**src/rtl/i2c_regport_pkg.sv**
```systemverilog
package i2c_regport_pkg;
    localparam int BYTE_W = 8;

    typedef enum logic [2:0] {
        ST_IDLE,
        ST_RX,
        ST_RX_END,
        ST_ACK,
        ST_TX,
        ST_RACK,
        ST_TXLD,
        ST_WAIT
    } state_e;

    typedef enum logic [1:0] {
        K_ADDR,
        K_PTR,
        K_DATA
    } kind_e;
endpackage

```
**src/rtl/i2c_regport_sync.sv**
```systemverilog
module i2c_regport_sync #(
    parameter int STAGES = 2
) (
    input  logic clk,
    input  logic rst_n,
    input  logic scl_i,
    input  logic sda_i,
    output logic sda_s,
    output logic scl_rise,
    output logic scl_fall,
    output logic start_det,
    output logic stop_det
);
    localparam int PIPE_W = STAGES + 1;

    typedef struct packed {
        logic [PIPE_W-1:0] scl_sh;
        logic [PIPE_W-1:0] sda_sh;
    } sync_s;

    sync_s sync_d, sync_q;

    logic scl_now, scl_prev, sda_prev;

    always_comb begin
        sync_d        = sync_q;
        sync_d.scl_sh = {sync_q.scl_sh[PIPE_W-2:0], scl_i};
        sync_d.sda_sh = {sync_q.sda_sh[PIPE_W-2:0], sda_i};
    end

    always_ff @(posedge clk or negedge rst_n) begin
        if (!rst_n) begin
            sync_q <= '{scl_sh: '1, sda_sh: '1};
        end else begin
            sync_q <= sync_d;
        end
    end

    assign scl_now   = sync_q.scl_sh[STAGES-1];
    assign scl_prev  = sync_q.scl_sh[STAGES];
    assign sda_s     = sync_q.sda_sh[STAGES-1];
    assign sda_prev  = sync_q.sda_sh[STAGES];
    assign scl_rise  = scl_now & ~scl_prev;
    assign scl_fall  = ~scl_now & scl_prev;
    assign start_det = scl_now & scl_prev & sda_prev & ~sda_s;
    assign stop_det  = scl_now & scl_prev & ~sda_prev & sda_s;
endmodule

```
**src/rtl/i2c_regport_ctrl.sv**
```systemverilog
module i2c_regport_ctrl
    import i2c_regport_pkg::*;
#(
    parameter int         PTR_W       = 4,
    parameter logic [5:0] DEV_ADDR_HI = 6'b001000
) (
    input  logic              clk,
    input  logic              rst_n,
    input  logic              scl_rise,
    input  logic              scl_fall,
    input  logic              start_det,
    input  logic              stop_det,
    input  logic              sda_s,
    input  logic              addr_sel,
    input  logic [BYTE_W-1:0] reg_rdata,
    output logic              sda_oe,
    output logic [PTR_W-1:0]  reg_addr,
    output logic [BYTE_W-1:0] reg_wdata,
    output logic              reg_we
);
    localparam int INC_BIT  = BYTE_W - 1;
    localparam int LAST_BIT = BYTE_W - 1;

    typedef struct packed {
        state_e            st;
        kind_e             kind;
        logic [2:0]        bcnt;
        logic [BYTE_W-1:0] sh;
        logic              rw;
        logic [PTR_W-1:0]  ptr;
        logic              inc;
        logic              oe;
        logic              we;
        logic [BYTE_W-1:0] wdata;
    } ctrl_s;

    ctrl_s c_d, c_q;
    logic  addr_hit;
    logic [PTR_W-1:0] ptr_next;

    assign addr_hit = (c_q.sh[BYTE_W-1:1] == {DEV_ADDR_HI, addr_sel});
    assign ptr_next = c_q.ptr + PTR_W'(c_q.inc);

    always_comb begin
        c_d    = c_q;
        c_d.we = 1'b0;
        if (stop_det) begin
            c_d.st = ST_IDLE;
            c_d.oe = 1'b0;
        end else if (start_det) begin
            c_d.st   = ST_RX;
            c_d.kind = K_ADDR;
            c_d.bcnt = '0;
            c_d.oe   = 1'b0;
        end else begin
            case (c_q.st)
                ST_RX: begin
                    if (scl_rise) begin
                        c_d.sh = {c_q.sh[BYTE_W-2:0], sda_s};
                        if (c_q.bcnt == 3'(LAST_BIT)) begin
                            c_d.st = ST_RX_END;
                        end else begin
                            c_d.bcnt = c_q.bcnt + 3'd1;
                        end
                    end
                end
                ST_RX_END: begin
                    if (scl_fall) begin
                        c_d.oe = 1'b1;
                        c_d.st = ST_ACK;
                        case (c_q.kind)
                            K_ADDR: begin
                                if (addr_hit) begin
                                    c_d.rw = c_q.sh[0];
                                end else begin
                                    c_d.oe = 1'b0;
                                    c_d.st = ST_WAIT;
                                end
                            end
                            K_PTR: begin
                                c_d.ptr = c_q.sh[PTR_W-1:0];
                                c_d.inc = c_q.sh[INC_BIT];
                            end
                            default: begin
                                c_d.we    = 1'b1;
                                c_d.wdata = c_q.sh;
                            end
                        endcase
                    end
                end
                ST_ACK: begin
                    if (scl_fall) begin
                        c_d.bcnt = '0;
                        if (c_q.kind == K_ADDR && c_q.rw) begin
                            c_d.sh = reg_rdata;
                            c_d.oe = ~reg_rdata[LAST_BIT];
                            c_d.st = ST_TX;
                        end else begin
                            c_d.oe   = 1'b0;
                            c_d.st   = ST_RX;
                            c_d.kind = (c_q.kind == K_ADDR) ? K_PTR : K_DATA;
                            if (c_q.kind == K_DATA) begin
                                c_d.ptr = ptr_next;
                            end
                        end
                    end
                end
                ST_TX: begin
                    if (scl_fall) begin
                        if (c_q.bcnt == 3'(LAST_BIT)) begin
                            c_d.oe = 1'b0;
                            c_d.st = ST_RACK;
                        end else begin
                            c_d.bcnt = c_q.bcnt + 3'd1;
                            c_d.sh   = {c_q.sh[BYTE_W-2:0], 1'b0};
                            c_d.oe   = ~c_q.sh[LAST_BIT-1];
                        end
                    end
                end
                ST_RACK: begin
                    if (scl_rise) begin
                        c_d.ptr = ptr_next;
                        c_d.st  = sda_s ? ST_WAIT : ST_TXLD;
                    end
                end
                ST_TXLD: begin
                    if (scl_fall) begin
                        c_d.sh   = reg_rdata;
                        c_d.oe   = ~reg_rdata[LAST_BIT];
                        c_d.bcnt = '0;
                        c_d.st   = ST_TX;
                    end
                end
                default: ;
            endcase
        end
    end

    always_ff @(posedge clk or negedge rst_n) begin
        if (!rst_n) begin
            c_q <= '{st: ST_IDLE, kind: K_ADDR, default: '0};
        end else begin
            c_q <= c_d;
        end
    end

    assign sda_oe    = c_q.oe;
    assign reg_addr  = c_q.ptr;
    assign reg_wdata = c_q.wdata;
    assign reg_we    = c_q.we;
endmodule

```
**src/rtl/i2c_regport.sv**
```systemverilog
module i2c_regport #(
    parameter int         SYNC_STAGES = 2,
    parameter int         PTR_W       = 4,
    parameter logic [5:0] DEV_ADDR_HI = 6'b001000
) (
    input  logic             clk,
    input  logic             rst_n,
    input  logic             scl_i,
    input  logic             sda_i,
    input  logic             addr_sel,
    output logic             sda_oe,
    output logic [PTR_W-1:0] reg_addr,
    output logic [7:0]       reg_wdata,
    output logic             reg_we,
    input  logic [7:0]       reg_rdata
);
    logic sda_s, scl_rise, scl_fall, start_det, stop_det;

    i2c_regport_sync #(.STAGES(SYNC_STAGES)) u_sync (
        .clk       (clk),
        .rst_n     (rst_n),
        .scl_i     (scl_i),
        .sda_i     (sda_i),
        .sda_s     (sda_s),
        .scl_rise  (scl_rise),
        .scl_fall  (scl_fall),
        .start_det (start_det),
        .stop_det  (stop_det)
    );

    i2c_regport_ctrl #(.PTR_W(PTR_W), .DEV_ADDR_HI(DEV_ADDR_HI)) u_ctrl (
        .clk       (clk),
        .rst_n     (rst_n),
        .scl_rise  (scl_rise),
        .scl_fall  (scl_fall),
        .start_det (start_det),
        .stop_det  (stop_det),
        .sda_s     (sda_s),
        .addr_sel  (addr_sel),
        .reg_rdata (reg_rdata),
        .sda_oe    (sda_oe),
        .reg_addr  (reg_addr),
        .reg_wdata (reg_wdata),
        .reg_we    (reg_we)
    );
endmodule

```
**config.mk**
```make
export PLATFORM = sky130hd
export DESIGN_NAME = i2c_regport
export DESIGN_NICKNAME = d
export VERILOG_FILES = /design/src/rtl/i2c_regport_pkg.sv /design/src/rtl/i2c_regport_sync.sv /design/src/rtl/i2c_regport_ctrl.sv /design/src/rtl/i2c_regport.sv
export SDC_FILE = /design/constraint.sdc
export NUM_CORES = 1
export LEC_CHECK = 0
export ABC_AREA = 0
export BUFFER_PORTS_ARGS = -buffer_cell sky130_fd_sc_hd__buf_2
export CORE_MARGIN = 5
export CORE_UTILIZATION = 58
export DETAILED_ROUTE_END_ITERATION = 7
export MAX_ROUTING_LAYER = met4
export PLACE_DENSITY = 0.79
export SLEW_MARGIN = 20
export SYNTH_ARGS = -nofsm -noshare
export SYNTH_HDL_FRONTEND = slang
export SYNTH_HIERARCHICAL = 1
export SYNTH_SLANG_ARGS = --single-unit
```
**constraint.sdc**
```tcl
create_clock -name clk -period 3.1 [get_ports clk]
set_input_delay 0.155 -clock clk [delete_from_list [all_inputs] [get_ports clk]]
set_output_delay 0.155 -clock clk [all_outputs]
set_load 0.02 [all_outputs]
```
==> run summary, run 1 <==
RSZ-0062 raised after global routing -> false
Yosys cell types -> 53
mapped cell area -> 2250 um^2
Final Hold Fails -> 0
total CTS buffers -> 5
RR Endpoint -> u_ctrl/c_q[17]
Worst R2R Setup Slack -> 0.44 ns
area leader, netlist -> dfrtp_1
WHS Path Cells -> 3
RePlAce Congestion -> 0.978
Die W -> 72.3 um
chip height -> 72.3 um
# setup viols final -> 0
Crit Path Max Fanout -> 17
cell count of the worst reg-to-reg path -> 6
vias in the first global route -> 1730
post-route cell area -> 2500 um^2
Yosys reg bits -> 38
Tcrit/Tclk final -> 0.858
Max rail drop VDD -> 0.582 mV
dominant synthesized flop cell -> dfrtp_1
grt total ovfl -> 0
# resized after CTS -> 0
Initial DRC Count -> 170
max cap viols -> 0
num rows -> 22
first-pass GRT wire length -> 8250 um
Worst EP arrival -> 2.84 ns
vias -> 1726
Cell Chain, Critical Path -> inv_1, ha_1, nor3_1, o21ai_0, a2111oi_4, mux2_2
synthesis-to-layout area growth -> 11.0%
gr usage total -> 0.208
status -> finished, final reports clean
Synthesis Warnings -> 6
Post-CTS Hold Fix Bufs -> 3
share of cells above drive strength 1 -> 0.326
asr flop ratio synth -> 1.00
fill count -> 286
number of diodes -> 0
Via density -> 6.21
leakage power -> 1.16 nW
Total Neg Setup Slack -> 0 ns
Max transition margin -> 0.450
FF-to-FF Start -> u_ctrl/c_q[29]
Setup crit end -> u_ctrl/c_q[17]
Synth Area per Inst -> 10.6 um^2
hpwl dp -> 3320 um
fmax -> 376 MHz
Crit. End Element -> flop
largest net degree at the start of global routing -> 39
routed len/inst -> 17.3 um
number of synthesized flops with an enable pin -> 0
CP Launch Point -> u_ctrl/c_q[29]
placed cell areas -> 2330 um^2
Worst Tran Pin Value -> 0.825 ns
Root Buffer -> clkbuf_8
starting density of the core -> 0.606
Worst Path Required -> 3.28 ns
Syn Inst Count -> 212
clk slew on worst S/H paths -> 0.08 ns
nets -> 247
CTS Buffer Depth -> 2
post-synthesis sequential area ratio -> 0.426
clock skew -> 0.00956 ns
most frequent cells in the layout -> 32 x dfrtp_1, 27 x mux2_2, 26 x buf_2, 12 x inv_1, 9 x nand2_1
clock sinks -> 38
Final ANT Viol Nets -> 0
Die ar. -> 5230 um^2
kind of critical path -> reg2reg
Synth area leaders -> dfrtp_1 36%, mux2_2 14%, dfstp_2 7.0%
Pwr Density -> 961 nW/um^2
postcts setup bufs -> 0
max-slew violations -> 0
hold crit path type -> in2reg
CTS tree -> built
pre-CTS setup slack -> 0.520 ns
CP Launch Type -> flop
Final Worst Setup Slack -> 0.439 ns
commonest non-fill, non-tap cell in the layout -> dfrtp_1
Synth Net Count -> 230
Max H-tree Level -> 2
num ports -> 27
total core area -> 3720 um^2
slowest stage delay, CP -> 0.65 ns
slowest CP cell -> dfrtp_1
initial antenna violation count -> 0
final WL -> 4810 um
min cycle time layout -> 2.66 ns
PortBufs -> 26
Initial DRT Pass Iterations -> 4
DRC errors left -> 0
area fraction of the dominant cell type after synthesis -> 0.356
clk_lat worst skew -> 0.29 ns
[metal layers]
layer / share of wire / up-vias / GRT usage
li1: - / 809 / -
met4: 0.020 / 0 / 0.0939
met1: 0.45 / 827 / 0.277
met5: 0 / - / -
met3: 0.065 / 12 / 0.0471
met2: 0.46 / 78 / 0.301
[cells in the mapped netlist (all sizes together), types with 3 or more instances]
library cell,n
o21ai,5
buf,18
nand3,6
o311ai,4
a22o,3
mux2,27
inv,12
dfrtp,32
clkbuf,5
nor2,8
ha,5
nand4,4
dfstp,6
nand2,9
nand3b,3
nor3,3
nand2b,5
a21boi,3
nor2b,6
a21oi,4
a31oi,3
[stage by stage]
stage | power, mW | utilization | hold WS, ns | cells
finish | 2.40 | 0.672 | 0.212 | 278
global route | 2.56 | 0.672 | 0.217 | 278
CTS | 2.40 | 0.672 | 0.209 | 278
detailed placement | 1.87 | 0.627 | 0.262 | 267
global placement | 1.84 | 0.627 | 0.261 | 267
floorplan | 1.68 | - | -0.141 | 212
[layout make-up]
| cell class | count | area, um^2 | share of cell area |
|---|---|---|---|
| sequential | 38 | 958 | 0.384 |
| clock inverter | 3 | 68.8 | 0.0275 |
| clock buffer | 5 | 68.8 | 0.0275 |
| tap | 48 | 60.1 | 0.0240 |
| inverter | 12 | 45.0 | 0.0180 |
| multi-input combinational | 139 | 1110 | 0.443 |
| timing repair buffer | 33 | 190 | 0.0761 |
[where the power goes]
part           internal (mW)  leakage [nW]  switching, mW
Clock                  0.323        0.0683          0.189
Sequential             0.648         0.481          0.210
Combinational          0.506         0.611          0.526
[critical path: cells and delay by family (launching register included)]
family,cells,cell delay [ns]
AO/OA/AOI/OAI,2,0.78
flip-flops,1,0.65
multiplexers,1,0.41
buffers and inverters,1,0.23
adder cells (fa/ha/maj),1,0.34
AND/OR/NAND/NOR,1,0.14
[sequential cells by signal, summed over array words and instances (netlist names), 2 cells and up]
name,flops
u_ctrl/c_q,18
u_ctrl/reg_wdata,8
u_ctrl/reg_addr,4
u_sync/sync_d,2
[cell families (layout without fill, tap and decap cells)]
family | Yosys count | in the layout | synth area share
DFF | 38 | 38 | 0.426
AOI/OAI and AO/OA | 44 | 44 | 0.156
and+or+nand+nor | 58 | 58 | 0.153
xor gates and xnor gates | 3 | 3 | 0.0117
muxes | 29 | 29 | 0.144
adders and majority gates | 5 | 5 | 0.0278
buffers and inverters | 35 | 53 | 0.0823
[worst min path at each step]
stage                             from               end  slack (ns)
after detailed placement         sda_i  u_sync/sync_d[1]        0.26
after CTS                 reg_rdata[5]    u_ctrl/c_q[21]        0.21
after global placement           scl_i  u_sync/sync_d[4]        0.26
after global routing      reg_rdata[5]    u_ctrl/c_q[21]        0.22
after floorplan                  rst_n    u_ctrl/c_q[10]       -0.14
final                     reg_rdata[5]    u_ctrl/c_q[21]        0.21
Power figures use the tool's default switching activity.
==> inputs of run 2 (changes only) <==
--- a/config.mk
+++ b/config.mk
@@ -8,12 +8,11 @@
 export ABC_AREA = 0
 export BUFFER_PORTS_ARGS = -buffer_cell sky130_fd_sc_hd__buf_2
 export CORE_MARGIN = 5
-export CORE_UTILIZATION = 58
+export CORE_UTILIZATION = 57
 export DETAILED_ROUTE_END_ITERATION = 7
 export MAX_ROUTING_LAYER = met4
-export PLACE_DENSITY = 0.79
+export PLACE_DENSITY = 0.78
 export SLEW_MARGIN = 20
 export SYNTH_ARGS = -nofsm -noshare
 export SYNTH_HDL_FRONTEND = slang
-export SYNTH_HIERARCHICAL = 1
 export SYNTH_SLANG_ARGS = --single-unit
==> run 2 against run 1 <==
Combinational power fell by 38%. Critical path depth fell by 1. Clock power fell by 46%. Setup slack improved by 0.44 ns. Register-to-register slack improved by 0.44 ns. Maximum frequency rose by 20%. Die area fell by 7.2%. Via count fell by 13%. Global-route usage fell by 2.5 points. Utilization fell by 2.6 points. Sequential power fell by 6.6%. Critical path type unchanged. Critical endpoint is now u_ctrl.c_q[17]. Largest cell class is now registers. Highest routed layer unchanged.
==> run summary, run 2 <==
status -> finished, final reports clean (unchanged)
Yosys cell types -> 45 (was 53)
kind of critical path -> reg2reg (unchanged)
Initial DRT Pass Iterations -> 4 (unchanged)
RSZ-0062 raised after global routing -> false (unchanged)
Die W -> 69.7 um (was 72.3 um)
vias -> 1509 (was 1726)
most frequent cells in the layout -> 32 x dfrtp_1, 26 x buf_2, 18 x nor2_1, 17 x o21ai_0, 13 x nand2_1 (was 32 x dfrtp_1, 27 x mux2_2, 26 x buf_2, 12 x inv_1, 9 x nand2_1)
clock sinks -> 38 (unchanged)
first-pass GRT wire length -> 6930 um (was 8250 um)
RR Endpoint -> u_ctrl.c_q[17] (was u_ctrl/c_q[17])
cell count of the worst reg-to-reg path -> 5 (was 6)
clk slew on worst S/H paths -> 0.13 ns (was 0.08 ns)
dominant synthesized flop cell -> dfrtp_1 (unchanged)
Total Neg Setup Slack -> 0 ns (unchanged)
most frequent cell after synthesis -> dfrtp_1 (unchanged)
Commonest cells post-synth -> 32 x dfrtp_1, 18 x nor2_1, 17 x o21ai_0, 13 x nand2_1 (was 32 x dfrtp_1, 27 x mux2_2, 13 x buf_4, 12 x inv_1, 9 x nand2_1)
fill count -> 262 (was 286)
post-layout util -> 0.646 (was 0.672)
synthesis-to-layout area growth -> 8.02% (was 11.0%)
post-synthesis sequential area ratio -> 0.473 (was 0.426)
FF-to-FF Start -> u_sync.scl_prev (was u_ctrl/c_q[29])
total core area -> 3390 um^2 (was 3720 um^2)
Final Hold Fails -> 0 (unchanged)
grt total ovfl -> 0 (unchanged)
Syn Inst Count -> 198 (was 212)
CP Launch Point -> u_sync.scl_prev (was u_ctrl/c_q[29])
Worst Tran Pin Value -> 0.801 ns (was 0.825 ns)
final WL -> 4040 um (was 4810 um)
max-slew violations -> 0 (unchanged)
DRC errors left -> 0 (unchanged)
gr usage total -> 0.182 (was 0.208)
Max rail drop VDD -> 0.348 mV (was 0.582 mV)
Worst Path Required -> 3.40 ns (was 3.28 ns)
Die ar. -> 4850 um^2 (was 5230 um^2)
total CTS buffers -> 5 (unchanged)
clock skew -> 0.0233 ns (was 0.00956 ns)
largest net degree at the start of global routing -> 39 (unchanged)
fmax -> 451 MHz (was 376 MHz)
Root Buffer -> clkbuf_4 (was clkbuf_8)
Pwr Density -> 781 nW/um^2 (was 961 nW/um^2)
Synth Area per Inst -> 10.2 um^2 (was 10.6 um^2)
highest routed layer -> met4 (unchanged)
num rows -> 21 (was 22)
commonest non-fill, non-tap cell in the layout -> dfrtp_1 (unchanged)
# placed instances -> 253 (was 267)
Worst R2R Setup Slack -> 0.88 ns (was 0.44 ns)
Final Worst Setup Slack -> 0.883 ns (was 0.439 ns)
Max H-tree Level -> 2 (unchanged)
Final ANT Viol Nets -> 0 (unchanged)
# setup viols final -> 0 (unchanged)
min cycle time layout -> 2.22 ns (was 2.66 ns)
clk_lat worst skew -> 0.36 ns (was 0.29 ns)
area fraction of the dominant cell type after synthesis -> 0.395 (was 0.356)
Metal-1 WL -> 1770 um (was 2190 um)
vias in the first global route -> 1454 (was 1730)
mapped cell area -> 2030 um^2 (was 2250 um^2)
leakage power -> 1.02 nW (was 1.16 nW)
Met2 Wirelength -> 1970 um (was 2210 um)
chip height -> 69.7 um (was 72.3 um)
Initial DRC Count -> 100 (was 170)
nets -> 234 (was 247)
num ports -> 27 (unchanged)
Tcrit/Tclk final -> 0.715 (was 0.858)
Synth area leaders -> dfrtp_1 39%, dfstp_2 7.8%, mux2_2 6.7% (was dfrtp_1 36%, mux2_2 14%, dfstp_2 7.0%)
pre-CTS setup slack -> 0.882 ns (was 0.520 ns)
Yosys reg bits -> 38 (unchanged)
CTS Buffer Depth -> 2 (unchanged)
Synthesis Warnings -> 0 (was 6)
hpwl dp -> 2970 um (was 3320 um)
Crit Path Max Fanout -> 16 (was 17)
CTS tree -> built (unchanged)
initial antenna violation count -> 0 (unchanged)
Setup crit end -> u_ctrl.c_q[17] (was u_ctrl/c_q[17])
area leader, netlist -> dfrtp_1 (unchanged)
Pwr Total -> 1.71 mW (was 2.40 mW)
max reg flops -> 18 (unchanged)
PortBufs -> 26 (unchanged)
RePlAce Congestion -> 0.963 (was 0.978)
Non-Filler Instances -> 264 (was 278)
Via density -> 5.72 (was 6.21)
CP Launch Type -> flop (unchanged)
share of cells above drive strength 1 -> 0.280 (was 0.326)
number of diodes -> 0 (unchanged)
Largest Register -> u_ctrl.c_q (was u_ctrl/c_q)
hold crit path type -> in2reg (unchanged)
starting density of the core -> 0.598 (was 0.606)
number of synthesized flops with an enable pin -> 0 (unchanged)
WL met3 -> 225 um (was 314 um)
asr flop ratio synth -> 1.00 (unchanged)
Synth Net Count -> 215 (was 230)
routed len/inst -> 15.3 um (was 17.3 um)
Crit. End Element -> flop (unchanged)
max cap viols -> 0 (unchanged)
Worst EP arrival -> 2.52 ns (was 2.84 ns)
Max transition margin -> 0.466 (was 0.450)
run 2: metrics by stage:
stage | cell area, um^2 | hold WS, ns
after detailed placement | 2100 | 0.263
after global routing | 2190 | 0.0886
after CTS | 2190 | 0.0785
after global placement | 2100 | 0.260
after floorplan | 2030 | -0.141
final | 2190 | 0.0723
run 2: cells by family (layout without fill, tap and decap cells):
group                    count (synthesis)  count (layout)  synth area share
flip-flops                              38              38             0.473
AND/OR/NAND/NOR                         67              67             0.175
adder cells (fa/ha/maj)                  4               4            0.0247
multiplexers                            21              21             0.111
XOR/XNOR                                 2               2           0.00864
buffers and inverters                   21              41            0.0660
AO/OA/AOI/OAI                           45              45             0.143
run 2: timing repair:
| action | 4_1_cts | 5_1_grt |
|---|---|---|
| hold endpoints to repair | 34 | 0 |
| buffers inserted | 0 | 0 |
| resized for setup | 0 | 0 |
| hold buffers | 3 | 0 |
run 2: critical path, cell delays in order, from the launching register on:
cell and delay [ns]:
dfstp_2 0.58, nor2b_1 0.40, a32oi_1 0.27, a211oi_4 0.66, nor2_1 0.12, a21oi_2 0.15
run 2: area by class of cell:
type | count | area [um^2] | share of cell area
Tap cell | 46 | 57.6 | 0.0263
Clock buffer | 6 | 51.3 | 0.0234
Timing Repair Buffer | 29 | 160 | 0.0731
Sequential cell | 38 | 958 | 0.437
Clock inverter | 2 | 12.5 | 0.00571
Inverter | 4 | 15.0 | 0.00685
Multi-Input combinational cell | 139 | 936 | 0.427
run 2: how the worst min path moves through the flow:
stage / startpoint / to / slack [ns] / cells after the start
2_1_floorplan: rst_n / u_ctrl.c_q[10] / -0.14 / 0
4_1_cts: reg_rdata[4] / u_ctrl.c_q[20] / 0.08 / 3
3_3_place_gp: scl_i / u_sync.sync_d[4] / 0.26 / 1
5_1_grt: reg_rdata[4] / u_ctrl.c_q[20] / 0.09 / 3
6_report: reg_rdata[4] / u_ctrl.c_q[20] / 0.07 / 3
3_5_place_dp: sda_i / u_sync.sync_d[1] / 0.26 / 1
run 2: per-layer routing:
metal	up-vias	global-route usage
met5	-	-
met4	0	0.0638
met3	8	0.0507
met2	60	0.283
met1	708	0.229
li1	733	-
run 2: report_power, final:
| group | internal (mW) | leakage [nW] | switching (mW) |
|---|---|---|---|
| combinational | 0.270 | 0.520 | 0.365 |
| clock | 0.109 | 0.0343 | 0.166 |
| sequential | 0.622 | 0.471 | 0.179 |
| total | 1.00 | 1.02 | 0.710 |
